===== src/rtl/cic_pkg.sv =====
package cic_pkg;
  localparam int DW        = 16;  // sample word width
  localparam int SEL_W     = 2;   // ratio select width
  localparam int STAGES    = 3;   // filter order
  localparam int PH_W      = 3;   // output tick every 2**PH_W cycles
  localparam int LOG2R_MIN = 2;   // smallest ratio R = 4
  localparam int LOG2R_MAX = LOG2R_MIN + (1 << SEL_W) - 1;
  localparam int AW        = DW + STAGES * LOG2R_MAX;
  localparam int CNT_W     = PH_W + LOG2R_MAX;
endpackage


===== src/rtl/cic_rate_ctrl.sv =====
module cic_rate_ctrl #(
  parameter int SEL_W     = cic_pkg::SEL_W,
  parameter int PH_W      = cic_pkg::PH_W,
  parameter int LOG2R_MIN = cic_pkg::LOG2R_MIN,
  parameter int CNT_W     = cic_pkg::CNT_W
) (
  input  logic             clk,
  input  logic             rst_n,
  input  logic [SEL_W-1:0] rate_sel,
  input  logic             bypass,
  output logic [SEL_W-1:0] rsel_q,
  output logic             byp_q,
  output logic             cfg_chg,
  output logic             in_tick,
  output logic             out_tick
);
  logic [CNT_W-1:0] cnt;
  logic [CNT_W-1:0] lim;

  assign cfg_chg  = (rate_sel != rsel_q) || (bypass != byp_q);
  assign lim      = CNT_W'((1 << (PH_W + LOG2R_MIN + int'(rsel_q))) - 1);
  assign in_tick  = !cfg_chg && (cnt == '0);
  assign out_tick = !cfg_chg && (cnt[PH_W-1:0] == '0);

  always_ff @(posedge clk or negedge rst_n) begin
    if (!rst_n) begin
      cnt    <= '0;
      rsel_q <= '0;
      byp_q  <= 1'b0;
    end else if (cfg_chg) begin
      cnt    <= '0;
      rsel_q <= rate_sel;
      byp_q  <= bypass;
    end else begin
      cnt <= (cnt == lim) ? '0 : cnt + 1'b1;
    end
  end

  // an input tick is also an output tick, and ticks never come back to back
  a_r2_tick_align: assert property (@(posedge clk) disable iff (!rst_n)
    in_tick |-> out_tick);
  a_r2_tick_gap: assert property (@(posedge clk) disable iff (!rst_n)
    in_tick |=> !in_tick);
endmodule


===== src/rtl/cic_comb_sect.sv =====
module cic_comb_sect #(
  parameter int DW     = cic_pkg::DW,
  parameter int AW     = cic_pkg::AW,
  parameter int STAGES = cic_pkg::STAGES
) (
  input  logic                 clk,
  input  logic                 rst_n,
  input  logic                 clr,
  input  logic                 en,
  input  logic [DW-1:0]        x,
  output logic signed [AW-1:0] y
);
  logic signed [AW-1:0] stg [STAGES+1];
  logic signed [AW-1:0] dly [STAGES];

  assign stg[0] = {{(AW-DW){x[DW-1]}}, x};

  for (genvar g = 0; g < STAGES; g++) begin : g_comb
    assign stg[g+1] = stg[g] - dly[g];
    always_ff @(posedge clk or negedge rst_n) begin
      if (!rst_n)   dly[g] <= '0;
      else if (clr) dly[g] <= '0;
      else if (en)  dly[g] <= stg[g];
    end
  end

  assign y = stg[STAGES];
endmodule


===== src/rtl/cic_integ_sect.sv =====
module cic_integ_sect #(
  parameter int AW     = cic_pkg::AW,
  parameter int STAGES = cic_pkg::STAGES
) (
  input  logic                 clk,
  input  logic                 rst_n,
  input  logic                 clr,
  input  logic                 en,
  input  logic signed [AW-1:0] u,
  output logic signed [AW-1:0] sum_nxt
);
  logic signed [AW-1:0] nxt [STAGES+1];
  logic signed [AW-1:0] acc [STAGES];

  assign nxt[0] = u;

  for (genvar g = 0; g < STAGES; g++) begin : g_integ
    assign nxt[g+1] = acc[g] + nxt[g];
    always_ff @(posedge clk or negedge rst_n) begin
      if (!rst_n)   acc[g] <= '0;
      else if (clr) acc[g] <= '0;
      else if (en)  acc[g] <= nxt[g+1];
    end
  end

  assign sum_nxt = nxt[STAGES];
endmodule


===== src/rtl/cic_interp_x3.sv =====
module cic_interp_x3 #(
  parameter int DW        = cic_pkg::DW,
  parameter int SEL_W     = cic_pkg::SEL_W,
  parameter int STAGES    = cic_pkg::STAGES,
  parameter int PH_W      = cic_pkg::PH_W,
  parameter int LOG2R_MIN = cic_pkg::LOG2R_MIN,
  parameter int AW        = cic_pkg::AW,
  parameter int CNT_W     = cic_pkg::CNT_W
) (
  input  logic             clk,
  input  logic             rst_n,
  input  logic [SEL_W-1:0] rate_sel,
  input  logic             bypass,
  input  logic             in_valid,
  output logic             in_ready,
  input  logic [DW-1:0]    in_data,
  output logic             out_valid,
  output logic [DW-1:0]    out_data
);
  localparam int SH_W = $clog2(2 * (LOG2R_MIN + (1 << SEL_W))) + 1;

  logic [SEL_W-1:0]     rsel_q;
  logic                 byp_q, cfg_chg, in_tick, out_tick;
  logic [DW-1:0]        hold_q;
  logic signed [AW-1:0] comb_y, stuffed, integ_sum, shifted;
  logic [SH_W-1:0]      shamt;
  logic [DW-1:0]        sat_y;

  assign in_ready = 1'b1;

  always_ff @(posedge clk or negedge rst_n) begin
    if (!rst_n)        hold_q <= '0;
    else if (in_valid) hold_q <= in_data;
  end

  cic_rate_ctrl #(.SEL_W(SEL_W), .PH_W(PH_W), .LOG2R_MIN(LOG2R_MIN), .CNT_W(CNT_W)) u_rate (
    .clk(clk), .rst_n(rst_n), .rate_sel(rate_sel), .bypass(bypass),
    .rsel_q(rsel_q), .byp_q(byp_q), .cfg_chg(cfg_chg),
    .in_tick(in_tick), .out_tick(out_tick));

  cic_comb_sect #(.DW(DW), .AW(AW), .STAGES(STAGES)) u_comb (
    .clk(clk), .rst_n(rst_n), .clr(cfg_chg), .en(in_tick && !byp_q),
    .x(hold_q), .y(comb_y));

  assign stuffed = in_tick ? comb_y : '0;

  cic_integ_sect #(.AW(AW), .STAGES(STAGES)) u_integ (
    .clk(clk), .rst_n(rst_n), .clr(cfg_chg), .en(out_tick && !byp_q),
    .u(stuffed), .sum_nxt(integ_sum));

  // DC gain of a zero-stuffed cube-sinc is R^2; remove it with a shift
  assign shamt   = SH_W'(2 * (LOG2R_MIN + int'(rsel_q)));
  assign shifted = integ_sum >>> shamt;

  always_comb begin
    if (&shifted[AW-1:DW-1] || ~|shifted[AW-1:DW-1])
      sat_y = shifted[DW-1:0];
    else if (shifted[AW-1])
      sat_y = {1'b1, {(DW-1){1'b0}}};
    else
      sat_y = {1'b0, {(DW-1){1'b1}}};
  end

  always_ff @(posedge clk or negedge rst_n) begin
    if (!rst_n) begin
      out_valid <= 1'b0;
      out_data  <= '0;
    end else if (cfg_chg) begin
      out_valid <= 1'b0;
    end else if (out_tick) begin
      out_valid <= 1'b1;
      out_data  <= byp_q ? hold_q : sat_y;
    end else begin
      out_valid <= 1'b0;
    end
  end

  // a strobe is never followed by another in the next cycle
  a_r1_valid_gap: assert property (@(posedge clk) disable iff (!rst_n)
    out_valid |=> !out_valid);
  // a configuration change suppresses the next strobe
  a_r7_clear_quiet: assert property (@(posedge clk) disable iff (!rst_n)
    cfg_chg |=> !out_valid);
  // in bypass the strobe carries the held sample
  a_r6_bypass_pass: assert property (@(posedge clk) disable iff (!rst_n)
    out_tick && byp_q |=> out_valid && out_data == $past(hold_q));
  // the scaled integrator sum always fits the sample word
  a_r3_no_overflow: assert property (@(posedge clk) disable iff (!rst_n)
    out_tick && !byp_q |-> (&shifted[AW-1:DW-1] || ~|shifted[AW-1:DW-1]));
endmodule


===== config.mk =====
export PLATFORM = sky130hd
export DESIGN_NAME = cic_interp_x3
export DESIGN_NICKNAME = d
export VERILOG_FILES = /design/src/rtl/cic_pkg.sv /design/src/rtl/cic_rate_ctrl.sv /design/src/rtl/cic_comb_sect.sv /design/src/rtl/cic_integ_sect.sv /design/src/rtl/cic_interp_x3.sv
export SDC_FILE = /design/constraint.sdc
export NUM_CORES = 1
export LEC_CHECK = 0
export ABC_AREA = 1
export BUFFER_PORTS_ARGS = -buffer_cell sky130_fd_sc_hd__buf_4
export CAP_MARGIN = 20
export CELL_PAD_IN_SITES_DETAIL_PLACEMENT = 0
export CELL_PAD_IN_SITES_GLOBAL_PLACEMENT = 1
export CORE_MARGIN = 2
export CORE_UTILIZATION = 52
export DETAILED_ROUTE_END_ITERATION = 12
export PLACE_DENSITY_LB_ADDON = 0.1
export SLEW_MARGIN = 20
export SYNTH_ARGS = -nofsm -noshare
export SYNTH_HDL_FRONTEND = slang
export SYNTH_SLANG_ARGS = --single-unit

===== constraint.sdc =====
create_clock -name clk -period 25.3 [get_ports clk]
set_input_delay 1.265 -clock clk [delete_from_list [all_inputs] [get_ports clk]]
set_output_delay 1.265 -clock clk [all_outputs]
set_load 0.02 [all_outputs]

**After elaboration in Yosys (flattened, before gate mapping)**

Cells that the tools add are included.
Widths: inputs -> output; s select.

- Bits in registers: 230
- Input bits: 22
- Logic and storage cells: 64

- Add/sub/neg operators: 10
- Eq/ne operators: 3
- Shift operators: 2
- Mux-type cells: 20
- Bitwise logic cells: 1
- Reduce and logical (&&, ||, !) cells: 16

Operators by type and width:

| operator | number |
|---|---|
| $mux 31 | 13 |
| $add 31x31->31 | 3 |
| $sub 31x31->31 | 2 |
| $mux 16 | 3 |
| $shl 1x32->8 const A | 1 |
| $sshr 31x4->31 | 1 |
| $sub 16x31->31 | 1 |
| $mux 8 | 2 |
| $reduce_and 16->1 | 1 |
| $reduce_or 16->1 | 1 |
| $add 8x1->8 const B | 1 |
| $eq 8x8->1 | 1 |
| $logic_not 8->1 | 1 |
| $sub 8x2->8 const B | 1 |
| $add 3x2->4 const A | 1 |
| $logic_and 1x1->1 | 4 |
| $reduce_bool 2->1 | 2 |
| $add 2x2->3 const A | 1 |
| $logic_not 1->1 | 3 |
| $logic_not 3->1 | 1 |
| $logic_or 1x1->1 | 2 |
| $mux 1 | 2 |
| $ne 2x2->1 | 1 |
| $reduce_and 2->1 | 1 |
| other kinds (2) | 2 |

**Depth between registers and ports, before layout**

Gate-level depths: netlist of run 1.

- Depth after elaboration: 14
- Mapped depth: 72
- Gate-level depth less buffers: 71

**Modules after synthesis**

A second synthesis of run 1 with hierarchy kept.

- Cell total of the unflattened synthesis: 2,677
- Area total of the unflattened synthesis: 19,175.9 sq um

By module, submodules not included:

| module | times used | cells each | area an instance (sq um) | sequential area each (sq um) |
|---|---|---|---|---|
| cic_integ_sect | 1 | 1,090 | 8,496.9 | 2,327.2 |
| cic_comb_sect | 1 | 1,091 | 7,444.6 | 1,951.9 |
| cic_interp_x3 | 1 | 412 | 2,582.5 | 825.8 |
| cic_rate_ctrl | 1 | 84 | 651.9 | 275.3 |

**Worst setup path before layout of run 1**

OpenSTA, ideal clock, no wires.

- Kind: reg-to-reg
- Start point: register hold_q[2]
- End point: register out_data[10]
- Setup time: 0.117 ns
- Data arrival time: 8.685 ns
- Setup slack: 16.499 ns
- Cell stages (with the launch flop): 67
- Cells stage by stage: dfrtp_1 > ha_1 > nand2_1 > o21ai_0 > a21oi_1 > o21bai_1 > nand2_1 > nand2_1 > a21oi_1 > o21ai_0 > nand3_1 > nand2_1 > nand3_1 > nand2_1 > xor2_1 > inv_1 > ha_1 > nand2_1 > [31 not listed] > inv_1 > o21ai_0 > a21oi_1 > nand3_1 > nand3_1 > nand2_1 > inv_1 > nand2_1 > nand2_1 > nor2_1 > nand3_1 > nand3_1 > nand2_1 > inv_2 > buf_12 > nand2_1 > nand2_1 > nand2_1

- Longest elaborated chain between the ends: 13

RTL lines:

| what | line | text |
|---|---|---|
| start, declared | cic_interp_x3.sv:24 | `logic [DW-1:0] hold_q;` |
| start signal, assigned | cic_interp_x3.sv:33 | `else if (in_valid) hold_q <= in_data;` |
| $sub 16x31->31 (*) | cic_comb_sect.sv:19 | `assign stg[g+1] = stg[g] - dly[g];` |
| $sub 31x31->31 (*) (2 in a row) | cic_comb_sect.sv:19 |  |
| $mux 31 (*) | cic_interp_x3.sv:45 | `assign stuffed = in_tick ? comb_y : '0;` |
| $add 31x31->31 (*) (3 in a row) | cic_integ_sect.sv:18 | `assign nxt[g+1] = acc[g] + nxt[g];` |
| $sshr 31x4->31 (*) | cic_interp_x3.sv:53 | `assign shifted = integ_sum >>> shamt;` |
| $reduce_or 16->1 | cic_interp_x3.sv:56 | `if (&shifted[AW-1:DW-1] \|\| ~\|shifted[AW-1:DW-1])` |
| $logic_not 1->1 | cic_interp_x3.sv:56 |  |
| $logic_or 1x1->1 | cic_interp_x3.sv:56 |  |
| $mux 16 (*) | cic_interp_x3.sv:56 |  |
| $mux 16 (*) | cic_interp_x3.sv:72 | `out_data <= byp_q ? hold_q : sat_y;` |
| end signal, assigned | cic_interp_x3.sv:72 |  |
| end, declared | cic_interp_x3.sv:18 | `output logic [DW-1:0] out_data` |

Every way passes the cells marked *; elsewhere a longest branch is shown, timed or not.
A chain may end at the register's enable or synchronous reset.

**Final worst setup path of run 1**

- Start point: register hold_q[2]
- End point: register out_data[1]

Same word-level chain as after synthesis.

==> impl_results.md, run 1 <==
- Largest driver fanout on the critical path: 15
- Headroom to the max-slew limit: just under 30%
- Maximum number of pins on one net before global-route repair: 93
- Clock tree from TritonCTS: yes
- Count of final max-slew check failures: 0
- Pre-CTS setup slack: between 10000 and 15000 ps
- Clock buffer depth: 3
- Number of diodes added for antenna fixing: 0
- Crit. End Element: flop
- Arrival time worst endpoint: ~11000 ps
- FFs w/ async S/R, synth: between 90% and 100%
- Max-cap violation count: 0
- GR Util All Layers: a little over a quarter
- Setup CP Type: flop to flop
- Clock insertion delay at the later pin of the skew report: approximately 550 ps
- Number of hold buffers added after cts: 0
- Non-Filler Instances: approximately 2800
- DR vias: about 15000
- Global routing usage on met3: ~3.6%
- Starting DRT DRC Count: 1039
- Placer congestion estimate: approximately 0.92
- Synth Flop Type: sky130_fd_sc_hd__dfrtp_1
- Worst-margin pin slew: between 1000 and 1500 ps
- Peak ir drop on the vdd network: approximately 0.053 mV
- Initial core utilization: between 50% and 60%
- Ratio of total power to cell area: roughly 83 nW/um^2
- Synth top area share: approximately 31%
- Most crowded layer after global routing: met2
- Required time reported for the critical path endpoint: 25730 ps
- Cell total after placement: between 2000 and 3000
- Crit Reg-Reg Startpoint: hold_q[2]
- Number of cells produced by synthesis: between 2000 and 2500
- Fraction of the cycle the final worst path needs: about 43%
- Cell types occupying the most area after synthesis: sky130_fd_sc_hd__dfrtp_1 31%, sky130_fd_sc_hd__ha_1 13%, sky130_fd_sc_hd__nand2_1 11%
- Die outline width: 186 um
- Worst hold slack: between 400 and 500 ps
- Master of the slowest instance on the critical path: sky130_fd_sc_hd__ha_1
- Post-cts sizing count: 0
- Worst setup startpoint: hold_q[2]
- Top post-synthesis cells by count: 502 x sky130_fd_sc_hd__nand2_1, 305 x sky130_fd_sc_hd__inv_1, 215 x sky130_fd_sc_hd__dfrtp_1, 196 x sky130_fd_sc_hd__a21oi_1, 188 x sky130_fd_sc_hd__o21ai_0
- Mean instance size in the synthesized netlist: roughly 7.5 um^2
- Post-DP HPWL: about 34 mm
- Total number of clock tree sinks: roughly 220
- Placeable core region: approximately 33000 um^2
- Vertical die dimension: roughly 190 um
- Yosys warning count: 0
- Status: complete, no violations
- Tmin final: 10780 ps
- Via count of the first global-routing pass: around 14000
- Kind of start point of the critical path: flop
- Buffers added on ports: 38
- Cell type with the highest aggregate area in the netlist: sky130_fd_sc_hd__dfrtp_1
- Initial antenna violation count: 0
- Class of the most critical hold timing path: flop to flop
- Most repeated library cell on the critical path: sky130_fd_sc_hd__nand2_1
- Setup total negative slack: 0 ps
- Die area: between 30000 and 40000 um^2
- Final setup violating endpoints: 0
- Fill cell total of the finished layout: between 3000 and 4000
- Leakage power: between 9 and 10 nW
- Routed length per placed instance: 16.4 um
- Fraction of layout cells with a size suffix above 1: roughly 6.5%
- Clock-pin slew of the registers on the worst-case setup and hold paths: 60 ps
- Part of the Yosys area used for sequential elements: 31.3%
- CP endpoint: out_data[1]
- Register-to-register setup slack: around 15000 ps
- Final hold violation count: 0
- Synth Net Count: 2479
- Power Total: 1.54 mW
- Detailed-routing iteration count for the pre-antenna-repair pass: 5
- Row count: between 60 and 70
- Fin worst setup slack: 14520 ps
- Largest stage delay on the critical path: between 300 and 400 ps
- Critical register-to-register path endpoint: out_data[1]
- Setup repair after global routing missed its margin: no
- Mapped cell area: between 15000 and 20000 um^2
- Worst-case clock skew: 18.7 ps
- Most repeated cell in the gate-level netlist after synthesis: sky130_fd_sc_hd__nand2_1
- Register area: roughly 5400 um^2
- # nets final: 2494
- Buffers inserted during post-CTS setup optimization: 0
- Met1 routing resource usage after global routing: approximately two fifths
- Remaining antenna violation count after routing: 0
- Met2 global-route usage: about 43%
- Clock tree root driver cell: sky130_fd_sc_hd__clkbuf_16
- Number of enable flip-flop cells after synthesis: 0
- Global-route wire length before repair: 73.7 mm
- DR DRC count: 0
- Maximum clock frequency: 92.8 MHz
- Level count of the clock H-tree: 1
- Area Growth Syn to Fin: 8.40%
- Total routed wirelength: between 40 and 50 mm
- Area of the multi-input gates: a little over 10000 um^2
- Number of cells traversed by the worst register-to-register path: 61
- I/O pin total: 40
- Detail-routed via count per cell: roughly 5.5
- Global-route congestion overflow total: 0
- TritonCTS buffer count: 26
- Cell variety after synth: 62
- Seq cells post-synth: 215
## worst min path at each step
stage	slack (ps)	to	from	depth (start not counted)
floorplan	430	u_rate.cnt[0]	u_rate.cnt[0]	1
global placement	460	u_rate.cnt[0]	u_rate.cnt[0]	1
detailed placement	460	u_rate.cnt[0]	u_rate.cnt[0]	1
CTS	470	u_rate.cnt[0]	u_rate.cnt[0]	1
global route	510	out_data[5]	out_data[5]	2
finish	460	u_rate.cnt[0]	u_rate.cnt[0]	1
## through the flow
step,util (%),instance area (um^2)
global route,57.2,18600
CTS,57.2,18600
detailed placement,54.7,17800
global placement,54.7,17800
finish,57.2,18600
floorplan,-,17200
## worst max-delay path, delay by kind of cell (launching register included)
kind,cells,cell delay [ps]
flops,1,380
buf+inv,6,580
simple gates,19,1570
xor+xnor,5,1010
compound gates,25,4960
fa+ha+maj,6,2150
## registers in the layout, indices dropped and copies added (netlist names)
register and flops:
u_rate.byp_q 1, hold_q 16, u_rate.cnt 8, out_valid 1
u_rate.rsel_q 2, out_data 16, u_comb.dly 78, u_integ.acc 93
## cells in the final DEF (no fill, tap or decap), types with 5 or more instances in the layout
cell,count
sky130_fd_sc_hd__a21boi_1,9
sky130_fd_sc_hd__a21o_1,13
sky130_fd_sc_hd__a21oi_1,196
sky130_fd_sc_hd__a21oi_2,7
sky130_fd_sc_hd__a22o_1,47
sky130_fd_sc_hd__a31oi_1,15
sky130_fd_sc_hd__buf_4,46
sky130_fd_sc_hd__clkbuf_16,27
sky130_fd_sc_hd__clkbuf_8,6
sky130_fd_sc_hd__clkinv_2,8
sky130_fd_sc_hd__dfrtp_1,215
sky130_fd_sc_hd__fa_1,6
sky130_fd_sc_hd__ha_1,172
sky130_fd_sc_hd__inv_1,304
sky130_fd_sc_hd__inv_2,5
sky130_fd_sc_hd__nand2_1,502
sky130_fd_sc_hd__nand2_2,22
sky130_fd_sc_hd__nand3_1,71
sky130_fd_sc_hd__nand3_2,7
sky130_fd_sc_hd__nand4_1,17
sky130_fd_sc_hd__nor2_1,113
sky130_fd_sc_hd__nor3_1,18
sky130_fd_sc_hd__nor4_1,5
sky130_fd_sc_hd__o211ai_1,11
sky130_fd_sc_hd__o21a_1,11
sky130_fd_sc_hd__o21ai_0,187
sky130_fd_sc_hd__o21ai_1,15
sky130_fd_sc_hd__o21bai_1,18
sky130_fd_sc_hd__o22ai_1,34
sky130_fd_sc_hd__xnor2_1,50
sky130_fd_sc_hd__xor2_1,93
## layer usage
metal | part of all wire (%) | up-vias | routed length [um]
li1 | - | 7654 | -
met1 | 49 | 7137 | 22100
met2 | 44 | 310 | 20000
met3 | 5.2 | 52 | 2370
met4 | 1.6 | 0 | 731
met5 | 0 | - | 0
## report_power, final
part / total [mW] / leakage [nW] / switching, mW / internal (mW)
logic: 0.795 / 6.13 / 0.509 / 0.285
clock network: 0.368 / 0.415 / 0.157 / 0.211
registers: 0.382 / 2.93 / 0.0150 / 0.367
## cell families (layout without fill, tap and decap cells)
kind of cell | after synthesis | in the layout | synth area share, %
DFF | 215 | 215 | 31.3
xor gates and xnor gates | 143 | 143 | 7.29
adders and majority gates | 178 | 178 | 13.2
other | 1 | 1 | 0.0218
buffers and inverters | 371 | 404 | 8.69
AOI/OAI and AO/OA | 595 | 595 | 20.5
and+or+nand+nor | 773 | 773 | 18.8
muxes | 3 | 3 | 0.175
## layout make-up
type	count	area share, %
Clock inverter	10	0.302
Sequential cell	215	28.9
Inverter	311	6.27
Clock buffer	36	4.13
Tap cell	442	2.97
Multi-Input combinational cell	1693	55.5
Timing Repair Buffer	47	1.93
(Power assumes the default switching activity.)
==> run 2, diff against run 1 <==
- CORE_UTILIZATION: 52 -> 44
- clock period: 25.3 -> 9.1 ns (I/O delays scaled with it)
==> run 2 against run 1 <==
The run now ends with setup timing left. First-iteration DRC count shrank 19%. Non-clock buffer count grew 482. Sequential power rose to 2.8 times the previous value. Routed wire length rose by 17%. Clock skew rose by 1.4 ps. Combinational power grew to 4.8 times the previous value. Design area rose by 32%. Worst hold slack worse by 380 ps. Sequential share of layout area down 7.0 points. Critical path depth grew 4. Total power grew to 3.9 times the previous value. Critical path type unchanged. Largest cell class unchanged. Largest power group unchanged.
==> impl_results.md, run 2 (synthesis results as in run 1) <==
- Share of total power in the clock network: 19.1% (-4.7 points)
- Clock tree root driver cell: sky130_fd_sc_hd__clkbuf_16
- Buffers added on ports: 38 (unchanged)
- Fin worst setup slack: -91.1 ps (-14610 ps)
- Initial antenna violation count: 0 (unchanged)
- Fraction of layout cells with a size suffix above 1: 34.4% (+28 points)
- Internal: 3.60 mW (+320%)
- Setup total negative slack: -956 ps (-956 ps)
- Initial core utilization: 44.6% (-8.2 points)
- Class of the most critical hold timing path: input port to flop
- Tmin final: 9190 ps (-1590 ps)
- Die outline width: 202 um (+8.5%)
- Pre-CTS setup slack: -1030 ps (-15740 ps)
- Remaining antenna violation count after routing: 0 (unchanged)
- Die area: 40600 um^2 (+18%)
- Maximum clock frequency: 109 MHz (+17%)
- Flip-flop count of the largest register after layout: 93 (unchanged)
- Violated checks: setup timing
- Placer congestion estimate: 0.873 (-5.5%)
- Maximum number of pins on one net before global-route repair: 120 (+29%)
- Most repeated library cell on the critical path: sky130_fd_sc_hd__nand2_1
- Largest stage delay on the critical path: 420 ps (+30 ps)
- Switching portion of total power: 40.7% (-3.4 points)
- Crit. End Element: flop
- Clock tree from TritonCTS: yes
- Row count: 72 (+9.1%)
- Largest driver fanout on the critical path: 7 (-8)
- Routed length per placed instance: 15.9 um (-3.1%)
- End of the worst hold path: hold_q[3]
- Clock-pin slew of the registers on the worst-case setup and hold paths: 60 ps (about the same)
- Worst-margin pin slew: 1080 ps (+39.0 ps)
- Area Growth Syn to Fin: 43.3%
- Share of total power in sequential cells: 17.4% (-7.3 points)
- Required time reported for the critical path endpoint: 9560 ps (-16170 ps)
- Number of cells traversed by the worst register-to-register path: 65 (+6.6%)
- Register-to-register setup slack: -90 ps (-14610 ps)
- Global-route congestion overflow total: 0 (unchanged)
- Fill cell total of the finished layout: 3515 (+8.8%)
- Final design utilization: 63.9% (+6.6 points)
- Uppermost routed layer: met4
- Sum of met2 wire segment lengths after detailed routing: 24.8 mm (+24%)
- Highest-count cells in the layout ignoring fill and taps: 511 x sky130_fd_sc_hd__buf_4, 451 x sky130_fd_sc_hd__nand2_1, 287 x sky130_fd_sc_hd__inv_1
- Leakage power: 12.2 nW (+29%)
- Worst Min Path Start: in_data[3]
- Clock buffer depth: 3 (unchanged)
- Final hold violation count: 0 (unchanged)
- Detail-routed via count per cell: 5.18 (-5.9%)
- Level count of the clock H-tree: 1 (unchanged)
- Routed length on met1: 24.5 mm (+11%)
- Max-cap violation count: 0 (unchanged)
- Peak ir drop on the vdd network: 0.175 mV (+230%)
- Post-DP HPWL: 37.6 mm (+10%)
- DR DRC count: 0 (unchanged)
- Global-route wire length before repair: 83.8 mm (+14%)
- Cell total after placement: 3180 (+17%)
- DR vias: 17171 (+13%)
- Headroom to the max-slew limit: 28.1% (-1.7 points)
- Worst hold path stage count: 3 (+2)
- Number of diodes added for antenna fixing: 0 (unchanged)
- Status: finished with violations
- Placeable core region: 38600 um^2 (+19%)
- Arrival time worst endpoint: 9650 ps (-1560 ps)
- Power Total: 6.07 mW (+290%)
- Worst-case clock skew: 20.1 ps (+1.43 ps)
- Worst hold slack: 83.7 ps (-377 ps)
- Final setup violating endpoints: 15 (+15)
- Worst setup startpoint: hold_q[2]
- Setup CP Type: flop to flop
- Setup repair after global routing missed its margin: yes
- Critical register-to-register path endpoint: out_data[2]
- TritonCTS buffer count: 28 (+7.7%)
- Count of final max-slew check failures: 0 (unchanged)
- Ratio of total power to cell area: 246 nW/um^2 (+200%)
- Via count of the first global-routing pass: 17029 (+18%)
- Largest regs: u_integ.acc (93), u_comb.dly (78)
- Vertical die dimension: 202 um (+8.5%)
- Master of the slowest instance on the critical path: sky130_fd_sc_hd__dfrtp_1
- Detailed-routing iteration count for the pre-antenna-repair pass: 5 (unchanged)
- # nets final: 2980 (+19%)
- Total number of clock tree sinks: 215 (unchanged)
- Met3 Wirelength: 1.99 mm (-16%)
- Total routed wirelength: 52.8 mm (+17%)
- Kind of start point of the critical path: flop
- Starting DRT DRC Count: 844 (-19%)
- Non-Filler Instances: 3318 (+20%)
- GR Util All Layers: 25.0% (-1.6 points)
- Placement Cell Area: 20900 um^2 (+17%)
- I/O pin total: 40 (unchanged)
- Reg with most FFs: u_integ.acc
- Clock insertion delay at the later pin of the skew report: 580 ps (+30 ps)
- Crit Reg-Reg Startpoint: hold_q[2]
- Combinational group share of total power: 63.4% (+12 points)
- Net Sw Power: 2.47 mW (+260%)
- Final instance area: 24600 um^2 (+32%)
- Fraction of the cycle the final worst path needs: 101% (+58 points)
- Most common cell after layout, fill and taps aside: sky130_fd_sc_hd__buf_4
run 2: layout make-up:
cell class	count	area (um^2)	share of cell area, %
timing repair inverter	1	7.51	0.0305
sequential	215	5380	21.8
inverter	311	1170	4.76
clock inverter	12	161	0.655
timing repair buffer	529	4040	16.4
tap	518	648	2.63
multi-input combinational	1694	12400	50.5
clock buffer	38	788	3.20
run 2: worst max-delay path by stage:
stage / to / cells past startpoint
floorplan: out_data[10] / 66
global placement: out_data[9] / 67
detailed placement: out_data[5] / 63
CTS: out_data[10] / 66
global route: out_data[2] / 72
finish: out_data[2] / 65
run 2: timing repair:
action                     CTS  global route
cloned                       2             0
hold endpoints to repair     4             0
buffers inserted            44            40
pin swaps                  100           156
hold buffers                 4             0
setup endpoints to repair   21            24
gates resized for setup    163           268
run 2: critical path, delay by kind of cell (launching register included):
kind	cells	cell delay (ps)
adders and majority gates	6	1890
DFF	1	420
and+or+nand+nor	30	2600
buffers and inverters	10	1140
xor gates and xnor gates	4	810
AOI/OAI and AO/OA	15	2200
run 2: power groups by stage:
stage               Sequential (mW)  Combinational (mW)  Clock (mW)
finish                         1.06                3.85        1.16
global route                   1.07                4.21        1.22
CTS                            1.06                3.30        1.19
detailed placement             1.07                2.97           0
global placement               1.07                2.96           0
floorplan                      1.10                1.63           0
run 2: per-layer routing:
layer / global-route usage (%) / vias to the layer above
met5: 0 / -
met4: 7.25 / 0
met3: 3.08 / 85
met2: 41.6 / 289
met1: 34.1 / 8169
li1: - / 8628
==> run 3, diff against run 2 <==
- SETUP_SLACK_MARGIN: not set -> 0.02
==> run 3 against run 2 <==
The flow still finishes with violations (setup timing). Clock power hardly changed. Sequential share of layout area up 0.16 points. Die area is the same. Critical path type unchanged. Largest cell class unchanged. Largest power group unchanged. Highest routed layer unchanged.
==> impl_results.md, run 3 (synthesis results as in run 1) <==
- Flip-flop count of the largest register after layout: 93 (unchanged)
- Final design utilization: 63.4% (-0.46 points)
- Area Growth Syn to Fin: 42.3%
- Total routed wirelength: 52.3 mm (-0.90%)
- Required time reported for the critical path endpoint: 9560 ps (about the same)
- Die area: 40600 um^2 (unchanged)
- Number of diodes added for antenna fixing: 0 (unchanged)
- Starting DRT DRC Count: 834 (-1.2%)
- I/O pin total: 40 (unchanged)
- Largest regs: u_integ.acc (93), u_comb.dly (78)
- Maximum number of pins on one net before global-route repair: 120 (unchanged)
- Worst-case clock skew: 19.0 ps (-1.08 ps)
- GR Util All Layers: 25.1% (+0.089 points)
- Register-to-register setup slack: -160 ps (-70 ps)
- Master of the slowest instance on the critical path: sky130_fd_sc_hd__dfrtp_1
- Initial antenna violation count: 0 (unchanged)
- Placeable core region: 38600 um^2 (unchanged)
- Clock tree root driver cell: sky130_fd_sc_hd__clkbuf_16
- End of the worst hold path: hold_q[3]
- Worst-margin pin slew: 1080 ps (+1.03 ps)
- Crit Reg-Reg Startpoint: hold_q[2]
- Most common cell after layout, fill and taps aside: sky130_fd_sc_hd__buf_4
- Most repeated library cell on the critical path: sky130_fd_sc_hd__nand2_1
- Arrival time worst endpoint: 9720 ps (+70 ps)
- Remaining antenna violation count after routing: 0 (unchanged)
- # nets final: 2975 (-0.17%)
- Status: finished with violations
- DR DRC count: 0 (unchanged)
- Highest-count cells in the layout ignoring fill and taps: 509 x sky130_fd_sc_hd__buf_4, 460 x sky130_fd_sc_hd__nand2_1, 287 x sky130_fd_sc_hd__inv_1
- Pre-CTS setup slack: -1030 ps (unchanged)
- Placer congestion estimate: 0.873 (unchanged)
- Row count: 72 (unchanged)
- Count of final max-slew check failures: 0 (unchanged)
- Number of cells traversed by the worst register-to-register path: 64 (-1.5%)
- Setup repair after global routing missed its margin: yes
- DR vias: 17048 (-0.72%)
- Reg with most FFs: u_integ.acc
- Clock tree from TritonCTS: yes
- Detailed-routing iteration count for the pre-antenna-repair pass: 5 (unchanged)
- Fraction of the cycle the final worst path needs: 102% (+0.72 points)
- Clock insertion delay at the later pin of the skew report: 580 ps (about the same)
- Worst hold path stage count: 3 (unchanged)
- TritonCTS buffer count: 28 (unchanged)
- Clock buffer depth: 3 (unchanged)
- Headroom to the max-slew limit: 28.1% (-0.069 points)
- Largest stage delay on the critical path: 420 ps (about the same)
- Fraction of layout cells with a size suffix above 1: 33.7% (-0.69 points)
- Crit. End Element: flop
- Worst Min Path Start: in_data[3]
- Kind of start point of the critical path: flop
- Via count of the first global-routing pass: 17062 (+0.19%)
- Violated checks: setup timing
- Peak ir drop on the vdd network: 0.171 mV (-2.0%)
- Detail-routed via count per cell: 5.15 (-0.57%)
- Die outline width: 202 um (unchanged)
- Critical register-to-register path endpoint: out_data[2]
- Total number of clock tree sinks: 215 (unchanged)
- Non-Filler Instances: 3313 (-0.15%)
- Level count of the clock H-tree: 1 (unchanged)
- Cell total after placement: 3180 (unchanged)
- Setup CP Type: flop to flop
- Global-route wire length before repair: 84.1 mm (+0.35%)
- Clock-pin slew of the registers on the worst-case setup and hold paths: 60 ps (about the same)
- Tmin final: 9260 ps (+65.9 ps)
- Largest driver fanout on the critical path: 7 (unchanged)
- Final setup violating endpoints: 15 (unchanged)
- Routed length per placed instance: 15.8 um (-0.75%)
- Vertical die dimension: 202 um (unchanged)
- Global-route congestion overflow total: 0 (unchanged)
- Power Total: 6.01 mW (-1.0%)
- Buffers added on ports: 38 (unchanged)
- Ratio of total power to cell area: 246 nW/um^2 (-0.30%)
- Initial core utilization: 44.6% (unchanged)
- Final hold violation count: 0 (unchanged)
- Max-cap violation count: 0 (unchanged)
- Leakage power: 12.1 nW (-0.43%)
- Fin worst setup slack: -157 ps (-65.9 ps)
- Post-DP HPWL: 37.6 mm (unchanged)
- Maximum clock frequency: 108 MHz (-0.71%)
- Class of the most critical hold timing path: input port to flop
-- run 3: changes by cell type in the layout (fill, tap and decap cells not counted), sizes merged --
cell,change
buf,-5
-- run 3: final cells by class --
cell class | instances | area [um^2]
Sequential cell | 215 | 5380
Timing Repair Buffer | 524 | 3990
Multi-Input combinational cell | 1694 | 12300
Fill cell | 3520 | 14100
Timing Repair inverter | 1 | 7.51
Clock inverter | 12 | 161
Inverter | 311 | 1170
Clock buffer | 38 | 788
Tap cell | 518 | 648
-- run 3: how the worst max path moves through the flow --
stage	start	endpoint
floorplan	hold_q[2]	out_data[10]
global placement	hold_q[2]	out_data[9]
detailed placement	hold_q[2]	out_data[5]
CTS	hold_q[2]	out_data[10]
global route	hold_q[2]	out_data[2]
finish	hold_q[2]	out_data[2]
-- run 3: timing repair --
item | CTS | global route
buffers inserted | 47 | 31
cloned | 2 | 0
gates resized for setup | 175 | 230
hold buffers | 4 | 0
pin swaps | 105 | 150
endpoints found under the hold margin | 4 | 0
endpoints found under the setup margin | 21 | 24
-- run 3: per-stage QoR --
stage	cell area [um^2]	TNS, ps	hold WS (ps)
floorplan	17200	0	159
global placement	20900	-14730	452
detailed placement	20900	-16910	457
CTS	23100	-3790	61.7
global route	24400	-11340	76.3
finish	24400	-1800	83.5
-- run 3: power by group --
group,internal [mW],switching [mW],total [mW]
Combinational,1.85,1.94,3.79
Clock,0.691,0.470,1.16
Sequential,1.02,0.0387,1.06
Total,3.56,2.44,6.01
-- run 3: worst max-delay path, delay by kind of cell (launching register included) --
family | cells | cell delay [ps]
adders and majority gates | 6 | 1860
buffers and inverters | 10 | 1230
xor gates and xnor gates | 4 | 820
and+or+nand+nor | 29 | 2620
DFF | 1 | 420
AOI/OAI and AO/OA | 15 | 2210
-- run 3: metal layers --
metal / global-route usage [%] / up-vias / part of all wire (%)
li1: - / 8601 / -
met1: 34.2 / 8115 / 47
met2: 41.7 / 254 / 47
met3: 3.08 / 78 / 3.6
met4: 7.25 / 0 / 2.8
met5: 0 / - / 0
